File: src/rtl/bdec_pkg.sv
// Package: constants and the size-to-register encoder shared by the
// bank address decoder. Assumes 32-bit addresses and registers.
package bdec_pkg;
    localparam int unsigned REG_W     = 32;
    localparam logic [31:0] STORE_MASK = 32'hFFDEE001;
    localparam logic [31:0] BASE_MASK  = 32'hFF800000;
    localparam int unsigned CODE_LSB  = 17;
    localparam int unsigned CODE_W    = 3;
    localparam int unsigned MIN_SHIFT = 22;  // 4 MiB
    localparam int unsigned NUM_CODES = 7;   // codes 0..6 valid
    localparam logic [2:0]  CODE_BAD  = 3'd7;

    // Build a register word from a base and a byte size; zero if unsupported.
    function automatic logic [31:0] encode_bank(input logic [31:0] base,
                                                input logic [31:0] size);
        logic [31:0] word;
        word = '0;
        for (int c = 0; c < NUM_CODES; c++) begin
            if (size == (32'd1 << (MIN_SHIFT + c))) begin
                word = (32'(c) << CODE_LSB) | (base & BASE_MASK) | 32'd1;
            end
        end
        return word;
    endfunction
endpackage

File: src/rtl/bdec_bank_reg.sv
// Module: one bank configuration register. A load takes precedence over
// a write; both are masked on storage. Assumes callers gate the strobes.
module bdec_bank_reg
    import bdec_pkg::*;
(
    input  logic             clk,
    input  logic             rst_n,
    input  logic             wr_en,
    input  logic [REG_W-1:0] wr_data,
    input  logic             init_en,
    input  logic [REG_W-1:0] init_data,
    output logic [REG_W-1:0] q
);
    // Store the load word, else the write word, masked.
    always_ff @(posedge clk) begin
        if (!rst_n) begin
            q <= '0;
        end else if (init_en) begin
            q <= init_data & STORE_MASK;
        end else if (wr_en) begin
            q <= wr_data & STORE_MASK;
        end
    end

    assert_write_masked_R2: assert property (@(posedge clk) disable iff (!rst_n)
        $past(rst_n && wr_en && !init_en) |-> q == ($past(wr_data) & STORE_MASK));

    assert_load_wins_R10: assert property (@(posedge clk) disable iff (!rst_n)
        $past(rst_n && init_en) |-> q == ($past(init_data) & STORE_MASK));
endmodule

File: src/rtl/bdec_bank_match.sv
// Module: compares an address against one bank register and produces the
// in-bank offset. Purely combinational; reserved code 7 never matches.
module bdec_bank_match
    import bdec_pkg::*;
(
    input  logic [REG_W-1:0] bank_q,
    input  logic             glb_en,
    input  logic [REG_W-1:0] addr,
    output logic             match,
    output logic [REG_W-1:0] offset
);
    logic [CODE_W-1:0] code;
    logic [4:0]        shamt;
    logic [REG_W-1:0]  low_mask;

    // Derive the size window and compare the bits above it.
    always_comb begin
        code     = bank_q[CODE_LSB +: CODE_W];
        shamt    = 5'(MIN_SHIFT) + {2'b00, code};
        low_mask = (32'd1 << shamt) - 32'd1;
        offset   = addr & low_mask;
        match    = glb_en && bank_q[0] && (code != CODE_BAD) &&
                   ((addr & ~low_mask) == (bank_q & BASE_MASK & ~low_mask));
    end
endmodule

File: src/rtl/bdec_prio_sel.sv
// Module: fixed-priority selector; the lowest-numbered matching bank
// wins. Outputs are zero when nothing matches.
module bdec_prio_sel #(
    parameter int unsigned NB    = 4,
    parameter int unsigned W     = 32,
    localparam int unsigned IDX_W = (NB > 1) ? $clog2(NB) : 1
) (
    input  logic [NB-1:0]        match,
    input  logic [NB-1:0][W-1:0] offs,
    output logic                 hit,
    output logic [IDX_W-1:0]     idx,
    output logic [W-1:0]         offset
);
    // Scan from the top so the lowest match is written last.
    always_comb begin
        hit    = 1'b0;
        idx    = '0;
        offset = '0;
        for (int b = NB - 1; b >= 0; b--) begin
            if (match[b]) begin
                hit    = 1'b1;
                idx    = IDX_W'(b);
                offset = offs[b];
            end
        end
    end
endmodule

File: src/rtl/bank_addr_decoder.sv
// Module: top of the bank decoder. Holds NB bank registers, a write/read
// register port, a base/size load path and the address decode.
// Assumes a load and a write in the same cycle resolve to the load only.
module bank_addr_decoder
    import bdec_pkg::*;
#(
    parameter int unsigned NB    = 4,
    localparam int unsigned IDX_W = (NB > 1) ? $clog2(NB) : 1
) (
    input  logic             clk,
    input  logic             rst_n,
    input  logic             glb_en,
    input  logic             cfg_wr_en,
    input  logic [IDX_W-1:0] cfg_wr_idx,
    input  logic [31:0]      cfg_wr_data,
    input  logic [IDX_W-1:0] cfg_rd_idx,
    output logic [31:0]      cfg_rd_data,
    input  logic             init_load,
    input  logic [IDX_W-1:0] init_idx,
    input  logic [31:0]      init_base,
    input  logic [31:0]      init_size,
    input  logic [31:0]      lookup_addr,
    output logic             hit,
    output logic [IDX_W-1:0] hit_idx,
    output logic [31:0]      hit_offset
);
    logic [NB-1:0][REG_W-1:0] bank_q;
    logic [NB-1:0][REG_W-1:0] bank_off;
    logic [NB-1:0]            bank_match;
    logic [REG_W-1:0]         load_word;

    // Convert the load pair into a register word.
    always_comb load_word = encode_bank(init_base, init_size);

    for (genvar b = 0; b < NB; b++) begin : g_bank
        logic sel_wr, sel_init;
        // Decode per-bank strobes; a load blocks every write.
        always_comb begin
            sel_init = init_load && (init_idx == IDX_W'(b));
            sel_wr   = cfg_wr_en && !init_load && (cfg_wr_idx == IDX_W'(b));
        end
        bdec_bank_reg u_reg (
            .clk(clk), .rst_n(rst_n),
            .wr_en(sel_wr), .wr_data(cfg_wr_data),
            .init_en(sel_init), .init_data(load_word),
            .q(bank_q[b])
        );
        bdec_bank_match u_match (
            .bank_q(bank_q[b]), .glb_en(glb_en), .addr(lookup_addr),
            .match(bank_match[b]), .offset(bank_off[b])
        );
    end

    bdec_prio_sel #(.NB(NB), .W(REG_W)) u_sel (
        .match(bank_match), .offs(bank_off),
        .hit(hit), .idx(hit_idx), .offset(hit_offset)
    );

    // Return the stored word of the selected bank.
    always_comb cfg_rd_data = bank_q[cfg_rd_idx];

    assert_hit_needs_glb_R5: assert property (@(posedge clk) disable iff (!rst_n)
        hit |-> glb_en);

    assert_hit_bank_enabled_R5: assert property (@(posedge clk) disable iff (!rst_n)
        hit |-> bank_q[hit_idx][0]);

    assert_no_reserved_code_R4: assert property (@(posedge clk) disable iff (!rst_n)
        hit |-> bank_q[hit_idx][CODE_LSB +: CODE_W] != CODE_BAD);

    assert_lowest_wins_R6: assert property (@(posedge clk) disable iff (!rst_n)
        hit |-> (bank_match & ((NB'(1) << hit_idx) - NB'(1))) == '0);

    assert_idle_zero_R7: assert property (@(posedge clk) disable iff (!rst_n)
        !hit |-> (hit_idx == '0) && (hit_offset == '0));

    assert_offset_bounded_R7: assert property (@(posedge clk) disable iff (!rst_n)
        hit |-> (hit_offset & ~lookup_addr) == '0);
endmodule

File: config.mk
export PLATFORM = sky130hd
export DESIGN_NAME = bank_addr_decoder
export DESIGN_NICKNAME = d
export VERILOG_FILES = /design/src/rtl/bdec_pkg.sv /design/src/rtl/bdec_bank_reg.sv /design/src/rtl/bdec_bank_match.sv /design/src/rtl/bdec_prio_sel.sv /design/src/rtl/bank_addr_decoder.sv
export SDC_FILE = /design/constraint.sdc
export NUM_CORES = 1
export LEC_CHECK = 0
export BUFFER_PORTS_ARGS = -buffer_cell sky130_fd_sc_hd__buf_4
export CAP_MARGIN = 30
export CORE_UTILIZATION = 49
export CTS_BUF_LIST = sky130_fd_sc_hd__clkbuf_2 sky130_fd_sc_hd__clkbuf_4 sky130_fd_sc_hd__clkbuf_8
export CTS_CLUSTER_SIZE = 25
export DETAILED_ROUTE_END_ITERATION = 7
export GPL_ROUTABILITY_DRIVEN = 0
export PLACE_DENSITY = 0.88
export SYNTH_ARGS = -nofsm -noshare
export SYNTH_HDL_FRONTEND = slang
export SYNTH_SLANG_ARGS = --single-unit
File: constraint.sdc
create_clock -name clk -period 4.55 [get_ports clk]
set_input_delay 0.6825 -clock clk [delete_from_list [all_inputs] [get_ports clk]]
set_output_delay 0.6825 -clock clk [all_outputs]
set_load 0.005 [all_outputs]
==> results_dict.tcl <==
set metrics [dict create \
    synth-main-ff-cell "dfxtp_1" \
    dr.pass1.iters 6 \
    crit_path_start_kind "flop" \
    rsz0062_at_grt "yes" \
    max-cap-violations 0 \
    setup_viol 0 \
    synth_common_cells "92 x nand2_1, 72 x dfxtp_1, 70 x nor2_1, 60 x clkbuf_1, 57 x nor2b_1" \
    cts_root_buf "clkbuf_8" \
    crit_type "flop to output pin" \
    wl_microns 22200 \
    fmax_mhz 223 \
    layout.cells.non_filler 1164 \
    ys_types 80 \
    crit_fanout 5 \
    ant_nets 0 \
    crit_chain "inv_2 -> ha_4 -> nand4_1 -> ha_4 -> or3b_1 -> a211o_1 -> a32o_1 -> or4_4 -> o21bai_4 -> o21a_1 -> a221o_1 -> a21boi_2 -> buf_4" \
    clkTransAtPathRegs_ps 90 \
    p_sw_share_pct 31.2 \
    synthCells 854 \
    fin_area_sq_mm 0.00821 \
    timing.slew.headroom_pct 38.3 \
    clock-sinks 72 \
    dieWidth_microns 118 \
    path_delay_family "compound AO/OA/AOI/OAI gates" \
    clk_path_buf_depth 2 \
    async_reset_ff_share_pct 0 \
    fin_skew_ps 0 \
    critPathSlowestCell "or4_4" \
    largest-register "g_bank.u_reg.q" \
    max_stage_delay_ps 500 \
    wl_per_cell_microns 19.0 \
    die_h_microns 118 \
    vias_per_cell 6.29 \
    dpl_cell_area_sq_mm 0.00784 \
    coreArea_sq_mm 0.0132 \
    yosysSeqAreaShare_pct 21.8 \
    port-buffer-count 153 \
    grt_pass1_wl_microns 34900 \
    clkPwrFrac_pct 32.2 \
    dp_slack_ps 173 \
    power.switching_w 0.000454 \
    cts_tree "yes" \
    rows 42 \
    status "completed" \
    clk-insertion-delay-late_ps 350 \
    synth_top_area_share_pct 21.8 \
    htreeDepth 3 \
    synth_area_sq_mm 0.00660 \
    diodes 0 \
    tightest_slew_ps 920 \
    pin_count 206 \
    largest_register_ffs 72 \
    end_kind "output pin" \
    fin_crit_ps 4490 \
    hold_class "flop to flop" \
    cts_buffers 9 \
    p_comb_share_pct 22.8 \
    hold_violations 0 \
    first_global_vias 6819 \
    yosysWarnings 0 \
    dp.cells 1138 \
    yosys.area.top_type "dfxtp_1" \
    grt.overflow.total 0 \
    leakage_nw 3.25 \
    reg_top3 "g_bank.u_reg.q: 72 flops" \
    p_int_w 0.00100 \
    slew_violations 0 \
    synth_edf_count 0 \
    grt_use_total_pct 31.2 \
    cts_hold_buffers 0 \
    vias 7326 \
    grt_max_degree 59 \
    vdd_ir_drop_max_mv 0.192 \
    hpwl_microns 16200 \
    drive_gt1_share_pct 27.5 \
    crit_required_ps 3870 \
    drc 0 \
    ys_seq_elements 72 \
    fin_crit_sh_pct 98.6 \
    p_seq_share_pct 44.9 \
    first_iter_violations 726 \
    yosysMostFrequentCell "nand2_1" \
    crit_top_cell "ha_4" \
    setup_ws_ps 62.7 \
    area_growth_pct 24.4 \
    antenna_found_initial 0 \
    syn_area_per_cell_sq_um 7.73 \
    crit_arrival_ps 3800 \
    start_util_pct 50.0 \
    layout.nets 1140 \
    p_per_area_mw_per_mm2 177 \
    synthTopCellsByArea "dfxtp_1 22%, mux4_2 6.1%, a221oi_1 5.4%, nor2b_1 5.4%, nand2_1 5.2%" \
    die_area_sq_mm 0.0139 \
    tns_ps 0 \
    cp_num_buf_inv 2 \
]
## power by group through the flow
| stage | Clock, W | Combinational [W] | Sequential (W) |
|---|---|---|---|
| 6_report | 0.000469 | 0.000332 | 0.000654 |
| 5_1_grt | 0.000499 | 0.000355 | 0.000655 |
| 4_1_cts | 0.000468 | 0.000322 | 0.000653 |
| 3_5_place_dp | 0 | 0.000319 | 0.000668 |
| 3_3_place_gp | 0 | 0.000312 | 0.000667 |
| 2_1_floorplan | 0 | 0.000183 | 0.000664 |
## what timing repair did
action                                  CTS  global route
resized for setup                         8            24
setup buffers                             4             6
endpoints found under the setup margin   30            31
pin swaps                                 4             8
## worst min-delay path, cell delays in order, from the launching register on
cell	delay, ps
dfxtp_1	320
nand2_1	50
a21oi_1	50
## per-layer routing
layer / share of wire (%) / global-route usage, % / vias to the layer above / wire, microns
li1: - / - / 3347 / -
met1: 38 / 39.1 / 3344 / 8360
met2: 46 / 49.7 / 551 / 10100
met3: 13 / 7.61 / 84 / 2780
met4: 4.1 / 15.5 / 0 / 910
met5: 0 / 0 / - / 0
## layout by cell type, fill, tap and decap left out, types with 5 or more instances in the layout
cell      instances
nand3_1          27
nand4_1          11
ha_1             13
nand2b_1          7
clkbuf_8          9
conb_1           15
a221oi_1         41
and3_1           20
nor2b_1          56
inv_1            20
xor2_1           18
a31oi_1           8
a22oi_1          16
nor4bb_1          7
o22ai_1           5
nor3b_1           5
dfxtp_2           6
mux4_2           18
nor4_1           13
a21oi_1          25
mux2i_1          13
o21a_1            5
o21ai_0          30
buf_4           186
dfxtp_1          65
nor2_1           68
a21boi_0         18
nor3_1           15
nand2_1          92
xnor2_1          31
nor2b_2           9
and2_1           10
## area by class of cell
cell class,instances,area (sq um)
well taps,176,220
repair buffers,190,1450
clock buffers,10,131
clock inverters,6,42.5
inverters,23,90.1
flip-flops and latches,72,1450
multi-input cells,687,4830
fillers,1142,4980
## final timing paths
kind	start	end	slack, ps	cells past startpoint
worst max-delay path	g_bank[1].u_reg.q[18]$_SDFFE_PN0P_	hit_offset[30]	60	13
worst min-delay path	g_bank[3].u_reg.q[13]$_SDFFE_PN0P_	g_bank[3].u_reg.q[13]$_SDFFE_PN0P_	460	2
worst max register to register	g_bank[2].u_reg.q[17]$_SDFFE_PN0P_	g_bank[2].u_reg.q[17]$_SDFFE_PN0P_	3450	3
worst min register to register	g_bank[3].u_reg.q[13]$_SDFFE_PN0P_	g_bank[3].u_reg.q[13]$_SDFFE_PN0P_	460	2
## per-stage QoR
stage / hold WS (ps) / utilization [%] / total power [W]
finish: 461 / 62.3 / 0.00146
floorplan: 433 / - / 0.000847
global route: 491 / 62.3 / 0.00151
detailed placement: 448 / 59.4 / 0.000987
global placement: 443 / 59.4 / 0.000980
CTS: 460 / 61.4 / 0.00144
## kinds of logic after synthesis
logic type / share of synthesized area, %
AOI/OAI and AO/OA: 22.6
xor gates and xnor gates: 6.50
adders and majority gates: 3.41
buffers and inverters: 7.34
DFF: 21.8
muxes: 8.12
other: 0.0568
and+or+nand+nor: 30.1
No activity file was read; power rests on OpenSTA's default activity.
